--- config.mk ---
export PLATFORM = sky130hd
export DESIGN_NAME = acc_seq_cpu
export DESIGN_NICKNAME = d
export VERILOG_FILES = /design/src/rtl/acc_seq_pkg.sv /design/src/rtl/acc_seq_fsm.sv /design/src/rtl/acc_seq_pc.sv /design/src/rtl/acc_seq_ram.sv /design/src/rtl/acc_seq_alu.sv /design/src/rtl/acc_seq_cpu.sv
export SDC_FILE = /design/constraint.sdc
export NUM_CORES = 1
export LEC_CHECK = 0
export ABC_CLOCK_PERIOD_IN_PS = 8150
export CAP_MARGIN = 20
export CORE_MARGIN = 3
export CORE_UTILIZATION = 55
export DETAILED_ROUTE_END_ITERATION = 10
export DONT_BUFFER_PORTS = 1
export GPL_TIMING_DRIVEN = 0
export HOLD_SLACK_MARGIN = 0.1
export PLACE_DENSITY = 0.8
export SYNTH_ARGS = -nofsm -noshare
export SYNTH_HDL_FRONTEND = slang
export SYNTH_HIERARCHICAL = 1
export SYNTH_SLANG_ARGS = --single-unit
export TNS_END_PERCENT = 1
--- constraint.sdc ---
create_clock -name clk -period 8.15 [get_ports clk]
set_input_delay 2.445 -clock clk [delete_from_list [all_inputs] [get_ports clk]]
set_output_delay 2.445 -clock clk [all_outputs]
set_load 0.02 [all_outputs]
--- src/rtl/acc_seq_pkg.sv ---
package acc_seq_pkg;

    localparam int OP_W = 4;

    localparam logic [OP_W-1:0] OP_NOP = 4'h0;
    localparam logic [OP_W-1:0] OP_LDA = 4'h1;
    localparam logic [OP_W-1:0] OP_ADD = 4'h2;
    localparam logic [OP_W-1:0] OP_SUB = 4'h3;
    localparam logic [OP_W-1:0] OP_STA = 4'h4;
    localparam logic [OP_W-1:0] OP_LDI = 4'h5;
    localparam logic [OP_W-1:0] OP_JMP = 4'h6;
    localparam logic [OP_W-1:0] OP_JC  = 4'h7;
    localparam logic [OP_W-1:0] OP_JZ  = 4'h8;
    localparam logic [OP_W-1:0] OP_OUT = 4'hE;
    localparam logic [OP_W-1:0] OP_HLT = 4'hF;

    typedef enum logic [3:0] {
        ST_FETCH_ADDR,
        ST_FETCH_DECODE,
        ST_OPND_ADDR,
        ST_MEM_TO_A,
        ST_MEM_ALU,
        ST_A_TO_MEM,
        ST_IMM_TO_A,
        ST_BRANCH,
        ST_A_TO_OUT,
        ST_HALT
    } state_e;

    typedef struct packed {
        logic mar_from_pc;
        logic mar_from_ir;
        logic ir_load;
        logic pc_inc;
        logic pc_load;
        logic a_from_mem;
        logic a_from_alu;
        logic a_from_imm;
        logic mem_write;
        logic out_load;
        logic alu_sub;
        logic flags_load;
    } ctrl_t;

endpackage

--- src/rtl/acc_seq_fsm.sv ---
module acc_seq_fsm
    import acc_seq_pkg::*;
(
    input  logic            clk,
    input  logic            rst,
    input  logic [OP_W-1:0] mem_op,
    input  logic [OP_W-1:0] ir_op,
    input  logic            carry,
    input  logic            zero,
    output state_e          state_o,
    output ctrl_t           ctrl_o
);

    state_e state_q;
    state_e state_d;

    // State register
    always_ff @(posedge clk) begin
        if (rst) begin
            state_q <= ST_FETCH_ADDR;
        end else begin
            state_q <= state_d;
        end
    end

    // Next-state logic
    always_comb begin
        state_d = state_q;
        unique case (state_q)
            ST_FETCH_ADDR:   state_d = ST_FETCH_DECODE;
            ST_FETCH_DECODE: begin
                case (mem_op)
                    OP_LDA, OP_ADD,
                    OP_SUB, OP_STA: state_d = ST_OPND_ADDR;
                    OP_LDI:         state_d = ST_IMM_TO_A;
                    OP_JMP:         state_d = ST_BRANCH;
                    OP_JC:          state_d = carry ? ST_BRANCH : ST_FETCH_ADDR;
                    OP_JZ:          state_d = zero  ? ST_BRANCH : ST_FETCH_ADDR;
                    OP_OUT:         state_d = ST_A_TO_OUT;
                    OP_HLT:         state_d = ST_HALT;
                    default:        state_d = ST_FETCH_ADDR;
                endcase
            end
            ST_OPND_ADDR: begin
                case (ir_op)
                    OP_LDA:         state_d = ST_MEM_TO_A;
                    OP_ADD, OP_SUB: state_d = ST_MEM_ALU;
                    default:        state_d = ST_A_TO_MEM;
                endcase
            end
            ST_MEM_TO_A,
            ST_MEM_ALU,
            ST_A_TO_MEM,
            ST_IMM_TO_A,
            ST_BRANCH,
            ST_A_TO_OUT:     state_d = ST_FETCH_ADDR;
            ST_HALT:         state_d = ST_HALT;
            default:         state_d = ST_FETCH_ADDR;
        endcase
    end

    // Output decode
    always_comb begin
        ctrl_o = '0;
        unique case (state_q)
            ST_FETCH_ADDR:   ctrl_o.mar_from_pc = 1'b1;
            ST_FETCH_DECODE: begin
                ctrl_o.ir_load = 1'b1;
                ctrl_o.pc_inc  = 1'b1;
            end
            ST_OPND_ADDR:    ctrl_o.mar_from_ir = 1'b1;
            ST_MEM_TO_A:     ctrl_o.a_from_mem  = 1'b1;
            ST_MEM_ALU: begin
                ctrl_o.a_from_alu = 1'b1;
                ctrl_o.flags_load = 1'b1;
                ctrl_o.alu_sub    = (ir_op == OP_SUB);
            end
            ST_A_TO_MEM:     ctrl_o.mem_write  = 1'b1;
            ST_IMM_TO_A:     ctrl_o.a_from_imm = 1'b1;
            ST_BRANCH:       ctrl_o.pc_load    = 1'b1;
            ST_A_TO_OUT:     ctrl_o.out_load   = 1'b1;
            ST_HALT:         ctrl_o = '0;
            default:         ctrl_o = '0;
        endcase
    end

    assign state_o = state_q;

endmodule

--- src/rtl/acc_seq_pc.sv ---
module acc_seq_pc #(
    parameter int ADDR_W = 4
) (
    input  logic              clk,
    input  logic              rst,
    input  logic              inc,
    input  logic              load,
    input  logic [ADDR_W-1:0] target,
    output logic [ADDR_W-1:0] pc
);

    // Falling-edge update so the decode-state increment lands inside that cycle
    always_ff @(negedge clk) begin
        if (rst) begin
            pc <= '0;
        end else if (load) begin
            pc <= target;
        end else if (inc) begin
            pc <= pc + 1'b1;
        end
    end

endmodule

--- src/rtl/acc_seq_ram.sv ---
module acc_seq_ram #(
    parameter int ADDR_W = 4,
    parameter int DATA_W = 8,
    localparam int DEPTH = 1 << ADDR_W,
    parameter logic [DEPTH*DATA_W-1:0] INIT_IMAGE = '0
) (
    input  logic              clk,
    input  logic              we,
    input  logic [ADDR_W-1:0] addr,
    input  logic [DATA_W-1:0] wdata,
    output logic [DATA_W-1:0] rdata
);

    logic [DATA_W-1:0] cells [DEPTH];

    initial begin
        for (int i = 0; i < DEPTH; i++) begin
            cells[i] = INIT_IMAGE[i*DATA_W +: DATA_W];
        end
    end

    always_ff @(posedge clk) begin
        if (we) begin
            cells[addr] <= wdata;
        end
    end

    assign rdata = cells[addr];

endmodule

--- src/rtl/acc_seq_alu.sv ---
module acc_seq_alu #(
    parameter int W = 8
) (
    input  logic [W-1:0] a,
    input  logic [W-1:0] b,
    input  logic         sub,
    output logic [W-1:0] result,
    output logic         carry,
    output logic         zero
);

    logic [W:0]   sum;
    logic [W-1:0] b_eff;

    always_comb begin
        b_eff  = sub ? ~b : b;
        sum    = {1'b0, a} + {1'b0, b_eff} + {{W{1'b0}}, sub};
        result = sum[W-1:0];
        carry  = sum[W];
        zero   = (sum[W-1:0] == '0);
    end

endmodule

--- src/rtl/acc_seq_cpu.sv ---
module acc_seq_cpu
    import acc_seq_pkg::*;
#(
    parameter int ADDR_W = 4,
    localparam int DATA_W = OP_W + ADDR_W,
    localparam int DEPTH  = 1 << ADDR_W,
    parameter logic [DEPTH*DATA_W-1:0] INIT_IMAGE = '0
) (
    input  logic              clk,
    input  logic              rst,
    output logic [ADDR_W-1:0] pc_o,
    output logic [DATA_W-1:0] out_o,
    output logic              out_strobe_o,
    output logic              carry_o,
    output logic              zero_o,
    output logic              halted_o
);

    state_e            state;
    ctrl_t             ctrl;
    logic [ADDR_W-1:0] pc_q;
    logic [ADDR_W-1:0] mar_q;
    logic [DATA_W-1:0] ir_q;
    logic [DATA_W-1:0] acc_q;
    logic [DATA_W-1:0] out_q;
    logic              carry_q;
    logic              zero_q;
    logic [DATA_W-1:0] mem_rdata;
    logic [DATA_W-1:0] alu_res;
    logic              alu_carry;
    logic              alu_zero;
    logic [OP_W-1:0]   mem_op;
    logic [OP_W-1:0]   ir_op;
    logic [ADDR_W-1:0] operand;

    assign mem_op  = mem_rdata[DATA_W-1 -: OP_W];
    assign ir_op   = ir_q[DATA_W-1 -: OP_W];
    assign operand = ir_q[ADDR_W-1:0];

    acc_seq_fsm u_fsm (
        .clk     (clk),
        .rst     (rst),
        .mem_op  (mem_op),
        .ir_op   (ir_op),
        .carry   (carry_q),
        .zero    (zero_q),
        .state_o (state),
        .ctrl_o  (ctrl)
    );

    acc_seq_pc #(.ADDR_W(ADDR_W)) u_pc (
        .clk    (clk),
        .rst    (rst),
        .inc    (ctrl.pc_inc),
        .load   (ctrl.pc_load),
        .target (operand),
        .pc     (pc_q)
    );

    acc_seq_ram #(
        .ADDR_W     (ADDR_W),
        .DATA_W     (DATA_W),
        .INIT_IMAGE (INIT_IMAGE)
    ) u_ram (
        .clk   (clk),
        .we    (ctrl.mem_write),
        .addr  (mar_q),
        .wdata (acc_q),
        .rdata (mem_rdata)
    );

    acc_seq_alu #(.W(DATA_W)) u_alu (
        .a      (acc_q),
        .b      (mem_rdata),
        .sub    (ctrl.alu_sub),
        .result (alu_res),
        .carry  (alu_carry),
        .zero   (alu_zero)
    );

    // Rising-edge datapath registers
    always_ff @(posedge clk) begin
        if (rst) begin
            mar_q   <= '0;
            ir_q    <= '0;
            acc_q   <= '0;
            out_q   <= '0;
            carry_q <= 1'b0;
            zero_q  <= 1'b0;
        end else begin
            if (ctrl.mar_from_pc) mar_q <= pc_q;
            if (ctrl.mar_from_ir) mar_q <= operand;
            if (ctrl.ir_load)     ir_q  <= mem_rdata;
            if (ctrl.a_from_mem)  acc_q <= mem_rdata;
            if (ctrl.a_from_alu)  acc_q <= alu_res;
            if (ctrl.a_from_imm)  acc_q <= {{(DATA_W-ADDR_W){1'b0}}, operand};
            if (ctrl.out_load)    out_q <= acc_q;
            if (ctrl.flags_load) begin
                carry_q <= alu_carry;
                zero_q  <= alu_zero;
            end
        end
    end

    assign pc_o         = pc_q;
    assign out_o        = out_q;
    assign out_strobe_o = ctrl.out_load;
    assign carry_o      = carry_q;
    assign zero_o       = zero_q;
    assign halted_o     = (state == ST_HALT);

endmodule

# ---- Word-level counts from Yosys, hierarchy flattened
# Memory sizes are Yosys's and may differ from the RTL's. A register that Yosys moved wholly into a read port is not among the register bits.
# Index checks and enable logic that the tools add are counted.
dict set report totals {
  reg_bits 38
  ram_bits 128
  inputBits 2
  out_inout_bits 16
  wordCells 72
  mem_count 1
}
dict set report classes {
  addsub 3
  n_eq_ne 22
  mux 27
  bitwise_logic 1
  n_reduce_logical 9
}
# memory words width read_ports rd_clocked_by_memory_dff write_ports line_no
set mem_list {}
lappend mem_list {u_ram.cells 16 8 1 1 1 acc_seq_ram.sv:14} ;# logic [DATA_W-1:0] cells [DEPTH];
# op count
set op_table {}
lappend op_table {{4-bit by 3-bit equality test with 1-bit output (second input constant)} 8}
lappend op_table {{4-bit two-way mux} 7}
lappend op_table {{4-bit case mux with 7 select lines} 1}
lappend op_table {{4-bit by 2-bit equality test with 1-bit output (second input constant)} 6}
lappend op_table {{8-bit two-way mux} 3}
lappend op_table {{4-bit equality test (second input constant)} 5}
lappend op_table {{4-bit case mux with 4 select lines} 1}
lappend op_table {{4-bit by 1-bit equality test with 1-bit output (second input constant)} 3}
lappend op_table {{1-bit two-way mux} 10}
lappend op_table {{8-bit by 8-bit adder with 9-bit output} 1}
lappend op_table {{9-bit by 1-bit adder with 9-bit output} 1}
lappend op_table {{8-bit zero test} 1}
lappend op_table {{8-bit NOT} 1}
lappend op_table {{3-bit two-way mux} 2}
lappend op_table {{3-bit case mux with 2 select lines} 1}
lappend op_table {{2-bit nonzero test} 3}
lappend op_table {{4-bit by 1-bit adder with 4-bit output (second input constant)} 1}
lappend op_table {{4-bit zero test} 1}
lappend op_table {{2-bit two-way mux} 2}
lappend op_table {{2-bit OR reduction} 2}
lappend op_table {{4-bit OR reduction} 1}
lappend op_table {{3-bit nonzero test} 1}

# ---- Logic depth before layout (Yosys ltp)
dict set report depth {
  depth_word 7
  ltp_mapped 15
}

# ---- Cells and area by module
# The synthesis kept the hierarchy.
# module instances cells_per_inst area_per_inst_um2
set by_module_without_submodules {}
lappend by_module_without_submodules {acc_seq_ram 1 222 4907.2}
lappend by_module_without_submodules {acc_seq_cpu 1 123 1243.7}
lappend by_module_without_submodules {acc_seq_fsm 1 64 499.2}
lappend by_module_without_submodules {acc_seq_alu 1 56 434.2}
lappend by_module_without_submodules {acc_seq_pc 1 23 209.0}

==> flow_metrics.py <==
metrics = {
    "detailed_routing": {
        "drtIter0Drc": 423,
        "first_pass_iters": 5,
        "routed_wl_mm": 15.3,
        "wl_per_cell_um": 21.8,
        "ant_nets": 0,
        "drc_errors": 0,
        "vias_per_cell": 6.12,
        "via_count": 4290,
    },
    "layout": {
        "multi_input_area_um2": 2470,
        "diodes": 0,
        "seq_area_um2": 4600,
        "post_layout_nonfiller_instances": 701,
        "fillCellCount": 884,
        "fin_nets": 527,
        "syn_to_final_growth_pct": 11.8,
        "fin_area_um2": 8150,
        "drive_gt1_share_pct": 19.8,
    },
    "yosys": {
        "synth_area_um2": 7290,
        "ys_warn_count": 6,
        "synth_edf_count": 128,
        "syn_avg_cell_area_um2": 14.9,
        "yosys.cell_count.top_type": "edfxtp_1",
        "yosys.area.top_type": "edfxtp_1",
        "synthTopCellsByArea": "edfxtp_1 (53%), dfxtp_1 (10%), mux4_2 (9.9%)",
        "synth_common_cells": "edfxtp_1 (128), nor2_1 (50), dfxtp_1 (38)",
        "ys.flop_type": "edfxtp_1",
        "ys_ff_latch": 166,
        "netlist_instances": 488,
        "yosys.area.top_type_share_pct": 52.7,
        "synthArstFlopShare_pct": 0,
        "syn-num-nets": 499,
        "synthDistinctLibCells": 60,
        "yosysSeqAreaShare_pct": 63.1,
    },
    "clocking": {
        "clkSlewWorstSetupHoldPaths_ns": 0.07,
        "ctsLongestPathBuffers": 2,
        "htreeDepth": 4,
        "postCtsResizedCells": 0,
        "clock_latency_ns": 0.45,
        "root_buffer": "clkbuf_16",
        "cts_num_sinks": 166,
        "post_cts_buffers": 0,
        "numCtsBuffers": 17,
        "cts_tree": "done",
        "cts_hold_buf": 0,
    },
    "setup_path": {
        "worst-setup-path-type": "register to primary output",
        "worstPathRequired_ns": 5.71,
        "worstPathMaxFanout": 4,
        "critPathLaunchType": "register",
        "arrival_ns": 5.05,
        "crit_path_end_kind": "primary output",
    },
    "power": {
        "power.density_nw_per_um2": 220,
        "power.switching_mw": 0.409,
        "p_int_mw": 1.39,
        "power.share.switching_pct": 22.7,
        "p_seq_share_pct": 50.8,
        "p_leak_nw": 2.96,
        "vdd_ir_drop_max_uv": 153,
        "clockPowerShare_pct": 44.4,
        "pwr-share-comb_pct": 4.8,
    },
    "floorplanning": {
        "die_y_um": 121,
        "initial_core_util_pct": 57.1,
        "core-area_um2": 12800,
        "fp.dieW_um": 121,
        "io_pins": 18,
        "rows": 41,
        "die_area_um2": 14700,
    },
    "status": {
        "status": "completed",
    },
    "global_route": {
        "gr-total-overflow": 0,
        "grt_pass1_wl_mm": 24.2,
        "first_global_vias": 4324,
        "antenna_found_initial": 0,
        "gr-usage-all-layers_pct": 22.4,
        "grt_max_degree": 21,
    },
    "timing": {
        "worst_slack_ns": 0.658,
        "worst_pin_slew_ns": 0.889,
        "relSlewSlack_pct": 39.9,
        "rsz0062_at_grt": "no",
        "finClkSkew_ns": 0.0312,
        "drv_slew": 0,
        "setup_viol": 0,
        "setup_tns_ns": 0,
        "fin_hold_ws_ns": 0.514,
        "hold_violations": 0,
    },
    "run": {
        "drv_cap": 0,
    },
    "placement": {
        "post_dp_cell_area_um2": 7540,
        "placed_cells": 666,
        "gp_congestion": 0.904,
        "dp.final_hpwl_mm": 10.2,
        "place_ws_ns": 1.11,
        "portBuffers": 0,
    },
    "hold_path": {
        "min_path_type": "register to register",
    },
}
==> layer usage <==
metal	GRT usage (%)	up-vias	routed length [um]
li1	-	1939	-
met1	29.4	2156	6080
met2	36.8	170	7850
met3	5.83	25	1090
met4	7.21	0	252
met5	0	-	0
==> layout make-up <==
cell class,instances,area share [%]
flip-flops and latches,166,56.5
multi-input cells,286,30.3
clock buffers,20,5.88
well taps,172,2.64
plain buffers,29,2.41
clock inverters,16,1.60
repair buffers,6,0.445
inverters,6,0.276
==> final timing paths <==
kind	start	end	slack, ns	depth (start not counted)
hold reg to reg	ir_q[4]$_SDFFE_PP0P_	ir_q[4]$_SDFFE_PP0P_	0.51	2
setup reg to reg	u_fsm/state_o[0]$_SDFF_PP0_	u_pc/pc[1]$_SDFFE_NP0P_	2.08	6
setup / recovery	u_pc/pc[2]$_SDFFE_NP0P_	pc_o[2]	0.66	0
hold / removal	ir_q[4]$_SDFFE_PP0P_	ir_q[4]$_SDFFE_PP0P_	0.51	2
==> flip-flops by register name, summed over array words and instances (netlist names) <==
name,count
acc_q,8
carry_o,1
ir_q,8
mar_q,4
out_o,8
u_fsm/state_o,4
u_pc/pc,4
u_ram/cells,128
zero_o,1
==> per-stage QoR <==
stage                     util [%]  power, mW
final                         63.8       1.80
after global routing          63.8       1.85
after detailed placement      59.1       1.02
after CTS                     63.8       1.80
after floorplan                  -       1.00
after global placement        58.8       1.02
==> power groups by stage <==
stage,clock network (mW),logic [mW],registers [mW]
6_report,0.797,0.0861,0.913
5_1_grt,0.848,0.0922,0.914
4_1_cts,0.805,0.0859,0.913
3_5_place_dp,0.00382,0.0847,0.932
3_3_place_gp,0.00382,0.0817,0.931
2_1_floorplan,0.00382,0.0682,0.929
==> logic make-up after synthesis <==
logic type,synth area share [%]
AO/OA/AOI/OAI,6.11
adder cells (fa/ha/maj),1.65
XOR/XNOR,1.80
buffers and inverters,3.05
flip-flops,63.1
multiplexers,14.7
AND/OR/NAND/NOR,9.57
==> layout by cell type (no fill, tap or decap), types with 7 or more instances in the layout <==
cell	count
a21oi_1	9
a22oi_1	16
buf_1	7
buf_2	10
clkbuf_16	19
dfxtp_1	38
edfxtp_1	128
ha_1	8
inv_1	10
mux2i_1	28
mux4_2	32
nand2_1	25
nor2_1	50
nor2b_1	8
nor3_1	11
o21ai_0	9
xor2_1	11
Power figures use the tool's default switching activity.
